`src/rtl/fbu_pkg.sv`:
```
package fbu_pkg;
  typedef enum logic {
    MODE_PRE  = 1'b0,
    MODE_POST = 1'b1
  } brk_mode_e;

  function automatic logic masked_equal(input logic [63:0] a, input logic [63:0] b,
                                        input logic [63:0] dont_care);
    return ((a ^ b) & ~dont_care) == 64'd0;
  endfunction
endpackage

```
`src/rtl/fbu_cfg_bank.sv`:
```
module fbu_cfg_bank
  import fbu_pkg::*;
#(
  parameter int NCH = 2,
  parameter int AW  = 32,
  parameter int CW  = 1
) (
  input  logic                    clk,
  input  logic                    rst,
  input  logic                    wr,
  input  logic [CW-1:0]           sel,
  input  logic [AW-1:0]           wr_addr,
  input  logic [AW-1:0]           wr_mask,
  input  logic                    wr_en,
  input  logic                    wr_post,
  output logic [NCH-1:0][AW-1:0]  ch_addr,
  output logic [NCH-1:0][AW-1:0]  ch_mask,
  output logic [NCH-1:0]          ch_en,
  output brk_mode_e [NCH-1:0]     ch_mode
);
  for (genvar g = 0; g < NCH; g++) begin : g_reg
    always_ff @(posedge clk) begin
      if (rst) begin
        ch_addr[g] <= '0;
        ch_mask[g] <= '0;
        ch_en[g]   <= 1'b0;
        ch_mode[g] <= MODE_PRE;
      end else if (wr && (sel == CW'(g))) begin
        ch_addr[g] <= wr_addr;
        ch_mask[g] <= wr_mask;
        ch_en[g]   <= wr_en;
        ch_mode[g] <= brk_mode_e'(wr_post);
      end
    end
  end
endmodule

```
`src/rtl/fbu_chan_match.sv`:
```
module fbu_chan_match
  import fbu_pkg::*;
#(
  parameter int AW = 32
) (
  input  logic [AW-1:0] cmp_addr,
  input  logic [AW-1:0] cmp_mask,
  input  logic          en,
  input  brk_mode_e     mode,
  input  logic          ev,
  input  logic [AW-1:0] pc,
  output logic          hit,
  output logic          pre_hit,
  output logic          post_hit
);
  logic armed;
  logic addr_eq;

  always_comb begin
    armed    = en && !cmp_addr[0];
    addr_eq  = masked_equal(64'(pc), 64'(cmp_addr), 64'(cmp_mask));
    hit      = ev && armed && addr_eq;
    pre_hit  = hit && (mode == MODE_PRE);
    post_hit = hit && (mode == MODE_POST);
  end
endmodule

```
`src/rtl/fbu_slot_track.sv`:
```
module fbu_slot_track #(
  parameter int AW = 32
) (
  input  logic          clk,
  input  logic          rst,
  input  logic          ev,
  input  logic          dbr,
  input  logic          taken,
  input  logic [AW-1:0] pc,
  output logic          is_slot,
  output logic [AW-1:0] owner_pc
);
  always_ff @(posedge clk) begin
    if (rst) begin
      is_slot  <= 1'b0;
      owner_pc <= '0;
    end else if (ev) begin
      is_slot <= dbr && taken;
      if (dbr && taken) owner_pc <= pc;
    end
  end
endmodule

```
`src/rtl/fbu_break_sched.sv`:
```
module fbu_break_sched #(
  parameter int NCH = 2,
  parameter int AW  = 32
) (
  input  logic           clk,
  input  logic           rst,
  input  logic           ev,
  input  logic [AW-1:0]  pc,
  input  logic           is_slot,
  input  logic [AW-1:0]  owner_pc,
  input  logic [NCH-1:0] hit,
  input  logic [NCH-1:0] pre_hit,
  input  logic [NCH-1:0] post_hit,
  input  logic [NCH-1:0] clr,
  output logic           brk_req,
  output logic [AW-1:0]  brk_pc,
  output logic [NCH-1:0] status,
  output logic           pending
);
  logic any_pre;
  logic any_post;
  logic fire_pend;

  always_comb begin
    any_pre   = |pre_hit;
    any_post  = |post_hit;
    fire_pend = pending && ev && !is_slot;
  end

  always_ff @(posedge clk) begin
    if (rst) begin
      brk_req <= 1'b0;
      brk_pc  <= '0;
      pending <= 1'b0;
      status  <= '0;
    end else begin
      brk_req <= any_pre || fire_pend;
      if (any_pre) brk_pc <= is_slot ? owner_pc : pc;
      else if (fire_pend) brk_pc <= pc;
      if (any_post) pending <= 1'b1;
      else if (fire_pend) pending <= 1'b0;
      status <= (status & ~clr) | hit;
    end
  end
endmodule

```
`src/rtl/fetch_break_unit.sv`:
```
module fetch_break_unit
  import fbu_pkg::*;
#(
  parameter int NCH = 2,
  parameter int AW  = 32,
  localparam int CW = (NCH > 1) ? $clog2(NCH) : 1
) (
  input  logic           clk,
  input  logic           rst,
  input  logic           cfg_wr,
  input  logic [CW-1:0]  cfg_sel,
  input  logic [AW-1:0]  cfg_addr,
  input  logic [AW-1:0]  cfg_mask,
  input  logic           cfg_en,
  input  logic           cfg_post,
  input  logic [NCH-1:0] stat_clr,
  input  logic           in_valid,
  input  logic           in_exec,
  input  logic [AW-1:0]  in_pc,
  input  logic           in_dbr,
  input  logic           in_taken,
  output logic           brk_req,
  output logic [AW-1:0]  brk_pc,
  output logic [NCH-1:0] brk_status
);
  logic [NCH-1:0][AW-1:0] ch_addr;
  logic [NCH-1:0][AW-1:0] ch_mask;
  logic [NCH-1:0]         ch_en;
  brk_mode_e [NCH-1:0]    ch_mode;
  logic [NCH-1:0]         hit, pre_hit, post_hit;
  logic                   ev;
  logic                   slot_now;
  logic [AW-1:0]          owner_pc;
  logic                   pend;

  assign ev = in_valid && in_exec;

  fbu_cfg_bank #(.NCH(NCH), .AW(AW), .CW(CW)) u_cfg (
    .clk(clk), .rst(rst), .wr(cfg_wr), .sel(cfg_sel),
    .wr_addr(cfg_addr), .wr_mask(cfg_mask), .wr_en(cfg_en), .wr_post(cfg_post),
    .ch_addr(ch_addr), .ch_mask(ch_mask), .ch_en(ch_en), .ch_mode(ch_mode)
  );

  for (genvar g = 0; g < NCH; g++) begin : g_chan
    fbu_chan_match #(.AW(AW)) u_match (
      .cmp_addr(ch_addr[g]), .cmp_mask(ch_mask[g]), .en(ch_en[g]),
      .mode(ch_mode[g]), .ev(ev), .pc(in_pc),
      .hit(hit[g]), .pre_hit(pre_hit[g]), .post_hit(post_hit[g])
    );
  end

  fbu_slot_track #(.AW(AW)) u_slot (
    .clk(clk), .rst(rst), .ev(ev), .dbr(in_dbr), .taken(in_taken), .pc(in_pc),
    .is_slot(slot_now), .owner_pc(owner_pc)
  );

  fbu_break_sched #(.NCH(NCH), .AW(AW)) u_sched (
    .clk(clk), .rst(rst), .ev(ev), .pc(in_pc), .is_slot(slot_now),
    .owner_pc(owner_pc), .hit(hit), .pre_hit(pre_hit), .post_hit(post_hit),
    .clr(stat_clr), .brk_req(brk_req), .brk_pc(brk_pc), .status(brk_status),
    .pending(pend)
  );
endmodule

```
`config.mk`:
```
export PLATFORM = sky130hd
export DESIGN_NAME = fetch_break_unit
export DESIGN_NICKNAME = d
export VERILOG_FILES = /design/src/rtl/fbu_pkg.sv /design/src/rtl/fbu_cfg_bank.sv /design/src/rtl/fbu_chan_match.sv /design/src/rtl/fbu_slot_track.sv /design/src/rtl/fbu_break_sched.sv /design/src/rtl/fetch_break_unit.sv
export SDC_FILE = /design/constraint.sdc
export NUM_CORES = 1
export LEC_CHECK = 0
export BUFFER_PORTS_ARGS = -buffer_cell sky130_fd_sc_hd__buf_4
export CAP_MARGIN = 5
export CORE_ASPECT_RATIO = 1.4
export CORE_MARGIN = 5
export CORE_UTILIZATION = 44
export DETAILED_ROUTE_END_ITERATION = 10
export PLACE_DENSITY = 0.69
export SYNTH_ARGS = -nofsm -noshare
export SYNTH_HDL_FRONTEND = slang
export SYNTH_SLANG_ARGS = --single-unit
```
`constraint.sdc`:
```
create_clock -name clk -period 2.1 [get_ports clk]
set_input_delay 0.105 -clock clk [delete_from_list [all_inputs] [get_ports clk]]
set_output_delay 0.105 -clock clk [all_outputs]
set_load 0.01 [all_outputs]
```
Word-level counts from Yosys, hierarchy flattened
Index checks and enable logic that the tools add are counted.
{"block": "op_classes", "n_addsub": 0, "mul": 0, "div": 0, "n_lt_le_gt_ge": 0, "eq_ne": 0, "shifts": 0, "mux": 5, "bitwise": 12, "n_reduce_logical": 27}
{"op": "$and A64 B64 Y64", "n": 2}
{"op": "$logic_not A64 Y1", "n": 2}
{"op": "$not A32 Y64", "n": 2}
{"op": "$mux W32", "n": 3}
{"op": "$xor A32 B32 Y32", "n": 2}
{"op": "$logic_and A1 B1 Y1", "n": 16}
{"op": "$reduce_bool A2 Y1", "n": 2}
{"op": "$reduce_or A2 Y1", "n": 2}
{"op": "$logic_not A1 Y1", "n": 3}
{"op": "$not A1 Y1", "n": 3}
{"op": "$and A2 B2 Y2", "n": 1}
{"op": "$mux W1", "n": 2}
{"op": "$not A2 Y2", "n": 1}
{"op": "$or A2 B2 Y2", "n": 1}
{"op": "$reduce_and A2 Y1", "n": 1}
{"op": "$logic_or A1 B1 Y1", "n": 1}
{"block": "word_totals", "ff_bits": 201, "latchBits": 0, "ramBits": 0, "rom_bits": 0, "inputBits": 108, "output_inout_bits": 35, "wordCells": 58, "memories": 0}

Logic depth before layout (Yosys ltp)
{"block": "logic_depth", "depth_word": 7, "ltp_mapped": 9, "mapped_depth_nobuf": 7}

Cells and area by module
Synthesis repeated with hierarchy kept, for this count alone.
{"block": "unflattened", "cells_unflattened": 1011, "area_unflattened_um2": 9885.7}
{"mod": "fbu_cfg_bank", "n_inst": 1, "cells_per_inst": 502, "area_each_um2": 5485.3, "seq_area_each_um2": 2642.5}
{"mod": "fbu_break_sched", "n_inst": 1, "cells_per_inst": 234, "area_each_um2": 1970.6, "seq_area_each_um2": 720.7}
{"mod": "fbu_slot_track", "n_inst": 1, "cells_per_inst": 144, "area_each_um2": 1502.7, "seq_area_each_um2": 660.6}
{"mod": "fbu_chan_match", "n_inst": 2, "cells_per_inst": 65, "area_each_um2": 460.4, "seq_area_each_um2": 0.0}
{"mod": "fetch_break_unit", "n_inst": 1, "cells_per_inst": 1, "area_each_um2": 6.3, "seq_area_each_um2": 0.0}

Worst setup path after synthesis
OpenSTA, ideal clock, no wires.
{"block": "synth_timing", "path_kind": "flip-flop to flip-flop", "start": "reg u_cfg.ch_addr[47] in the netlist's numbering", "end": "reg u_sched.brk_pc[10]", "setup_time_ns": 0.060, "t_arrival_ns": 1.961, "required_ns": 2.040, "path_slack_ns": 0.079, "path_stages_with_launch": 9, "n_path_buf": 1, "synth_period_minus_slack_ns": 2.021, "path_cell_list": "dfxtp_1 -> xnor2_1 -> o22ai_1 -> nor4_1 -> nand4_1 -> o22ai_4 -> mux2i_2 -> buf_6 -> o221a_1"}
{"block": "synth_via", "elab_chain_len": 7, "elab_cells_between_ends": 8, "cone_classes": "1 x mux; 2 x bitwise; 5 x reduce/logical"}
{"element": "start, declared", "line_no": "fbu_cfg_bank.sv:16", "rtl": "output logic [NCH-1:0][AW-1:0] ch_addr,"}
{"element": "start signal, assigned by index", "line_no": "fbu_cfg_bank.sv:29", "rtl": "ch_addr[g] <= wr_addr;"}
{"element": "$xor A32 B32 Y32 *", "line_no": "fbu_pkg.sv:9", "rtl": "return ((a ^ b) & ~dont_care) == 64'd0;"}
{"element": "$and A64 B64 Y64 *", "line_no": "fbu_pkg.sv:9"}
{"element": "$logic_not A64 Y1 *", "line_no": "fbu_pkg.sv:9"}
{"element": "$logic_and A1 B1 Y1 *", "line_no": "fbu_chan_match.sv:22", "rtl": "hit = ev && armed && addr_eq;"}
{"element": "$logic_and A1 B1 Y1 *", "line_no": "fbu_chan_match.sv:23", "rtl": "pre_hit = hit && (mode == MODE_PRE);"}
{"element": "$reduce_or A2 Y1 *", "line_no": "fbu_break_sched.sv:25", "rtl": "any_pre = |pre_hit;"}
{"element": "$mux W32 or $reduce_bool A2 Y1 (tied branches)"}
{"element": "end signal, assigned", "line_no": "fbu_break_sched.sv:38", "rtl": "if (any_pre) brk_pc <= is_slot ? owner_pc : pc;"}
{"element": "end signal, assigned", "line_no": "fbu_break_sched.sv:39", "rtl": "else if (fire_pend) brk_pc <= pc;"}
{"element": "end, declared", "line_no": "fbu_break_sched.sv:16", "rtl": "output logic [AW-1:0] brk_pc,"}
Mark *: on every way between the ends. The rest lies on a longest branch, timed or not.
A chain may end at the register's enable or synchronous reset.

Final worst setup path
{"block": "layout_timing", "start": "reg u_cfg.ch_addr[39] in the netlist's numbering", "end": "reg u_sched.brk_pc[23]"}
Same word-level chain as after synthesis.

==> flow_summary_export.csv <==
group,metric,value,unit
floorplanning,core,18600,um^2
setup_path,max_stage_delay,0.33,ns
sta,hold_ws,0.0127,ns
power,p_sw_share,25.6,%
place,dp_slack,-0.233,ns
clock_network,numCtsBuffers,21,
routing,firstDrtPassIters,5,
floorplanning,core.rowCount,59,
finish,nets,1441,
floorplanning,die_w,126,um
clock_network,htreeDepth,1,
power,seqPwrFrac,44.8,%
min_path,worstHoldStart,"in_pc[13]",
setup_path,critPathBufInv,3,
clock_network,clock-sinks,201,
sta,final_max_slew_viol_count,0,
clock_network,clockBufferDepth,3,
floorplanning,start_util,44.8,%
clock_network,clk_latency,0.51,ns
floorplanning,io_pins,143,
routing,drt_iter0_markers,662,
logic_synthesis,ys_ff_latch,201,
clock_network,root_buffer,"clkbuf_16",
clock_network,clk_pin_slew,0.06,ns
place,hpwlAfterDp,20.4,mm
logic_synthesis,syn-instance-count,1037,
routing,wirelength,30.2,mm
floorplanning,dieArea,21800,um^2
finish,drive_above_1_share,27.0,%
routing,via_count,8605,
sta,finalHoldViolCount,0,
sta,finalCritPeriodShare,111,%
setup_path,critPathRequiredTime,2.54,ns
grt,gr-total-overflow,0,
setup_path,endpoint_kind,"register",
setup_path,crit_family,"compound AO/OA/AOI/OAI gates",
grt,antenna_found_initial,0,
place,io_buffers,142,
logic_synthesis,syn_area,8330,um^2
sta,clock_skew,0.0138,ns
run,maxCapViolCount,0,
place,post_dp_cell_area,10400,um^2
sta,max_slew_margin,60.3,%
sta,layout_setup_ws,-0.225,ns
power,ir_drop,0.000517,V
power,p_int,6.72,mW
finish,area.growth.synth_to_final,47.6,%
grt,track_usage,26.1,%
logic_synthesis,yosysUniqueCellTypes,32,
logic_synthesis,yosysTopAreaCellShare,48.3,%
setup_path,worstPathMaxFanout,8,
power,p_switching,2.32,mW
sta,finalSetupViolCount,32,
finish,final_cell_count_no_fill,1590,
logic_synthesis,synth_nets,1145,
grt,grt_pass1_wl,45.5,mm
min_path,min_path_type,"input pin to register",
finish,finish.utilization,66.1,%
setup_path,cp_cell_sequence,"xnor2_2 -> buf_4 -> o22ai_2 -> nor4_2 -> nand4_1 -> o22ai_4 -> mux2i_4 -> buf_12 -> clkbuf_16 -> o221a_1",
finish,diodes,0,
sta,worstMarginPinSlew,0.595,ns
logic_synthesis,ys_seq_area_share,48.3,%
logic_synthesis,synth_warnings,0,
routing,drc,0,
routing,ant_nets,0,
floorplanning,die_y,173,um
sta,fin_crit,2.33,ns
logic_synthesis,synthTopCellsByArea,"dfxtp_1 48%, nand2_1 15%, a21oi_1 10%",
setup_path,worstSetupPathType,"register to register",
logic_synthesis,synth_top_cell_by_area,"dfxtp_1",
place,dp_cells,1467,
sta,rsz0062_at_grt,"yes",
outcome,failed_checks,"setup timing",
setup_path,cp-start-kind,"register",
grt,grt_max_degree,67,
power,pwr-share-comb,15.0,%
setup_path,startpoint,"u_cfg.ch_addr[39]$_SDFFE_PP0P_",
outcome,status,"finished with violations",
place,place_congestion,1.00,
routing,routedWlPerCell,19.0,um
routing,vias_per_cell,5.41,
logic_synthesis,synth.avg_cell_area,8.04,um^2
power,p_per_area,735,nW/um^2
power,p_leak,4.76,nW
clock_network,tritoncts,"yes",
sta,fmax,430,MHz
finish,fillCellCount,1570,
grt,grt_pass1_vias,8252,
finish,stdcell_area,12300,um^2
setup_path,worstPathArrival,2.77,ns
setup_path,cp_slowest_cell,"dfxtp_2",
setup_path,reg2reg_from,"u_cfg.ch_addr[39]$_SDFFE_PP0P_",
power,power.share.clock,40.2,%
[placed cells by master (no fill, tap or decap), types with 3 or more instances in the layout]
cell type / synthesis / layout
o22ai_1: 48 / 39
nor4_1: 15 / 7
clkbuf_1: 58 / 4
dlygate4sd3_1: 0 / 76
o21ai_0: 5 / 5
clkbuf_16: 0 / 23
dfxtp_2: 0 / 13
o22ai_2: 0 / 7
xnor2_2: 0 / 20
nor4_2: 1 / 8
a31oi_1: 33 / 33
o22ai_4: 1 / 3
o221a_1: 32 / 32
buf_12: 0 / 12
nand2_1: 334 / 332
buf_4: 3 / 250
a21oi_1: 167 / 167
nor2_1: 13 / 12
xnor2_1: 64 / 44
clkbuf_8: 1 / 7
dfxtp_1: 201 / 188
inv_1: 35 / 35
[sequential cells by signal, indices dropped and copies added (netlist names)]
name	count
u_cfg.ch_addr	64
u_cfg.ch_en	2
u_cfg.ch_mask	64
u_cfg.ch_mode	2
u_sched.brk_pc	32
u_sched.brk_req	1
u_sched.pending	1
u_sched.status	2
u_slot.is_slot	1
u_slot.owner_pc	32
[path summary, 6_finish.rpt]
check | end | slack, ns | cells after the start
max | u_sched.brk_pc[23]$_SDFFE_PP0P_ | -0.23 | 10
min | u_slot.owner_pc[13]$_SDFFE_PP0P_ | 0.01 | 4
max reg2reg | u_sched.brk_pc[23]$_SDFFE_PP0P_ | -0.23 | 10
min reg2reg | u_slot.owner_pc[17]$_SDFFE_PP0P_ | 0.46 | 2
[worst register-to-register path: cells and delay by family, from the launching register on]
kind | cells | cell delay, ns
flops | 1 | 0.33
xor+xnor | 1 | 0.15
simple gates | 2 | 0.50
compound gates | 3 | 0.55
buf+inv | 3 | 0.46
mux | 1 | 0.29
[synth_stat cells]
master,number
o21ai_0,5
o22ai_1,48
dlygate4sd1_1,3
nand4_1,2
clkbuf_1,58
o22ai_4,1
a31oi_1,33
mux2i_2,1
nand2_1,334
nor4_1,15
buf_6,3
buf_1,1
and2_1,1
nor2b_1,2
buf_4,3
or3_2,2
clkbuf_8,1
and4b_1,2
nand4_2,1
o221a_1,32
xnor2_1,64
or2_1,1
inv_1,35
nor4_2,1
nand3_1,2
nand2b_1,1
nor2_1,13
or4_1,2
nor3b_1,1
buf_2,1
dfxtp_1,201
a21oi_1,167
[metrics by stage]
| step | power, mW | TNS, ns |
|---|---|---|
| after global routing | 9.33 | -9.35 |
| after floorplan | 4.59 | 0 |
| after global placement | 5.25 | -6.81 |
| after detailed placement | 5.26 | -7.39 |
| final | 9.04 | -6.36 |
| after CTS | 9.00 | -4.97 |
[cells by family (layout without fill, tap and decap cells)]
kind of cell    count (synthesis)  in the layout  synth area share (%)
flops                         201            201                  48.3
simple gates                  380            380                  18.4
xor+xnor                       64             64                  6.73
compound gates                286            286                  21.0
buf+inv                       105            414                  5.45
mux                             1              1                 0.165
[area by class of cell]
type	instances	area (um^2)	share of cell area, %
clock buffers	32	637	5.18
clock inverters	4	30.0	0.244
inverters	35	131	1.07
multi-input cells	731	4180	34.0
flip-flops and latches	201	4040	32.8
well taps	244	305	2.48
repair buffers	343	2980	24.2
[layer usage]
layer	routed length, um	vias up	global-route usage [%]	share of wire (%)
li1	-	4117	-	-
met1	11500	4039	30.8	38
met4	1280	0	10.1	4.2
met5	0	-	0	0
met2	15600	369	47.6	51
met3	1880	80	3.30	6.2
[power by group through the flow]
stage	registers, mW	logic, mW	clock network, mW
6_report	4.05	1.35	3.63
5_1_grt	4.06	1.44	3.83
4_1_cts	4.05	1.30	3.66
3_5_place_dp	4.12	1.14	0
3_3_place_gp	4.12	1.13	0
2_1_floorplan	4.09	0.497	0
[what timing repair did]
item | in CTS | in global routing
resized for setup | 37 | 31
pin swaps | 5 | 44
gates cloned | 3 | 2
hold buffers | 76 | 0
buffers inserted | 6 | 4
setup endpoints to repair | 35 | 36
endpoints found under the hold margin | 150 | 0
Note: power is estimated with default switching activity, not from simulation.
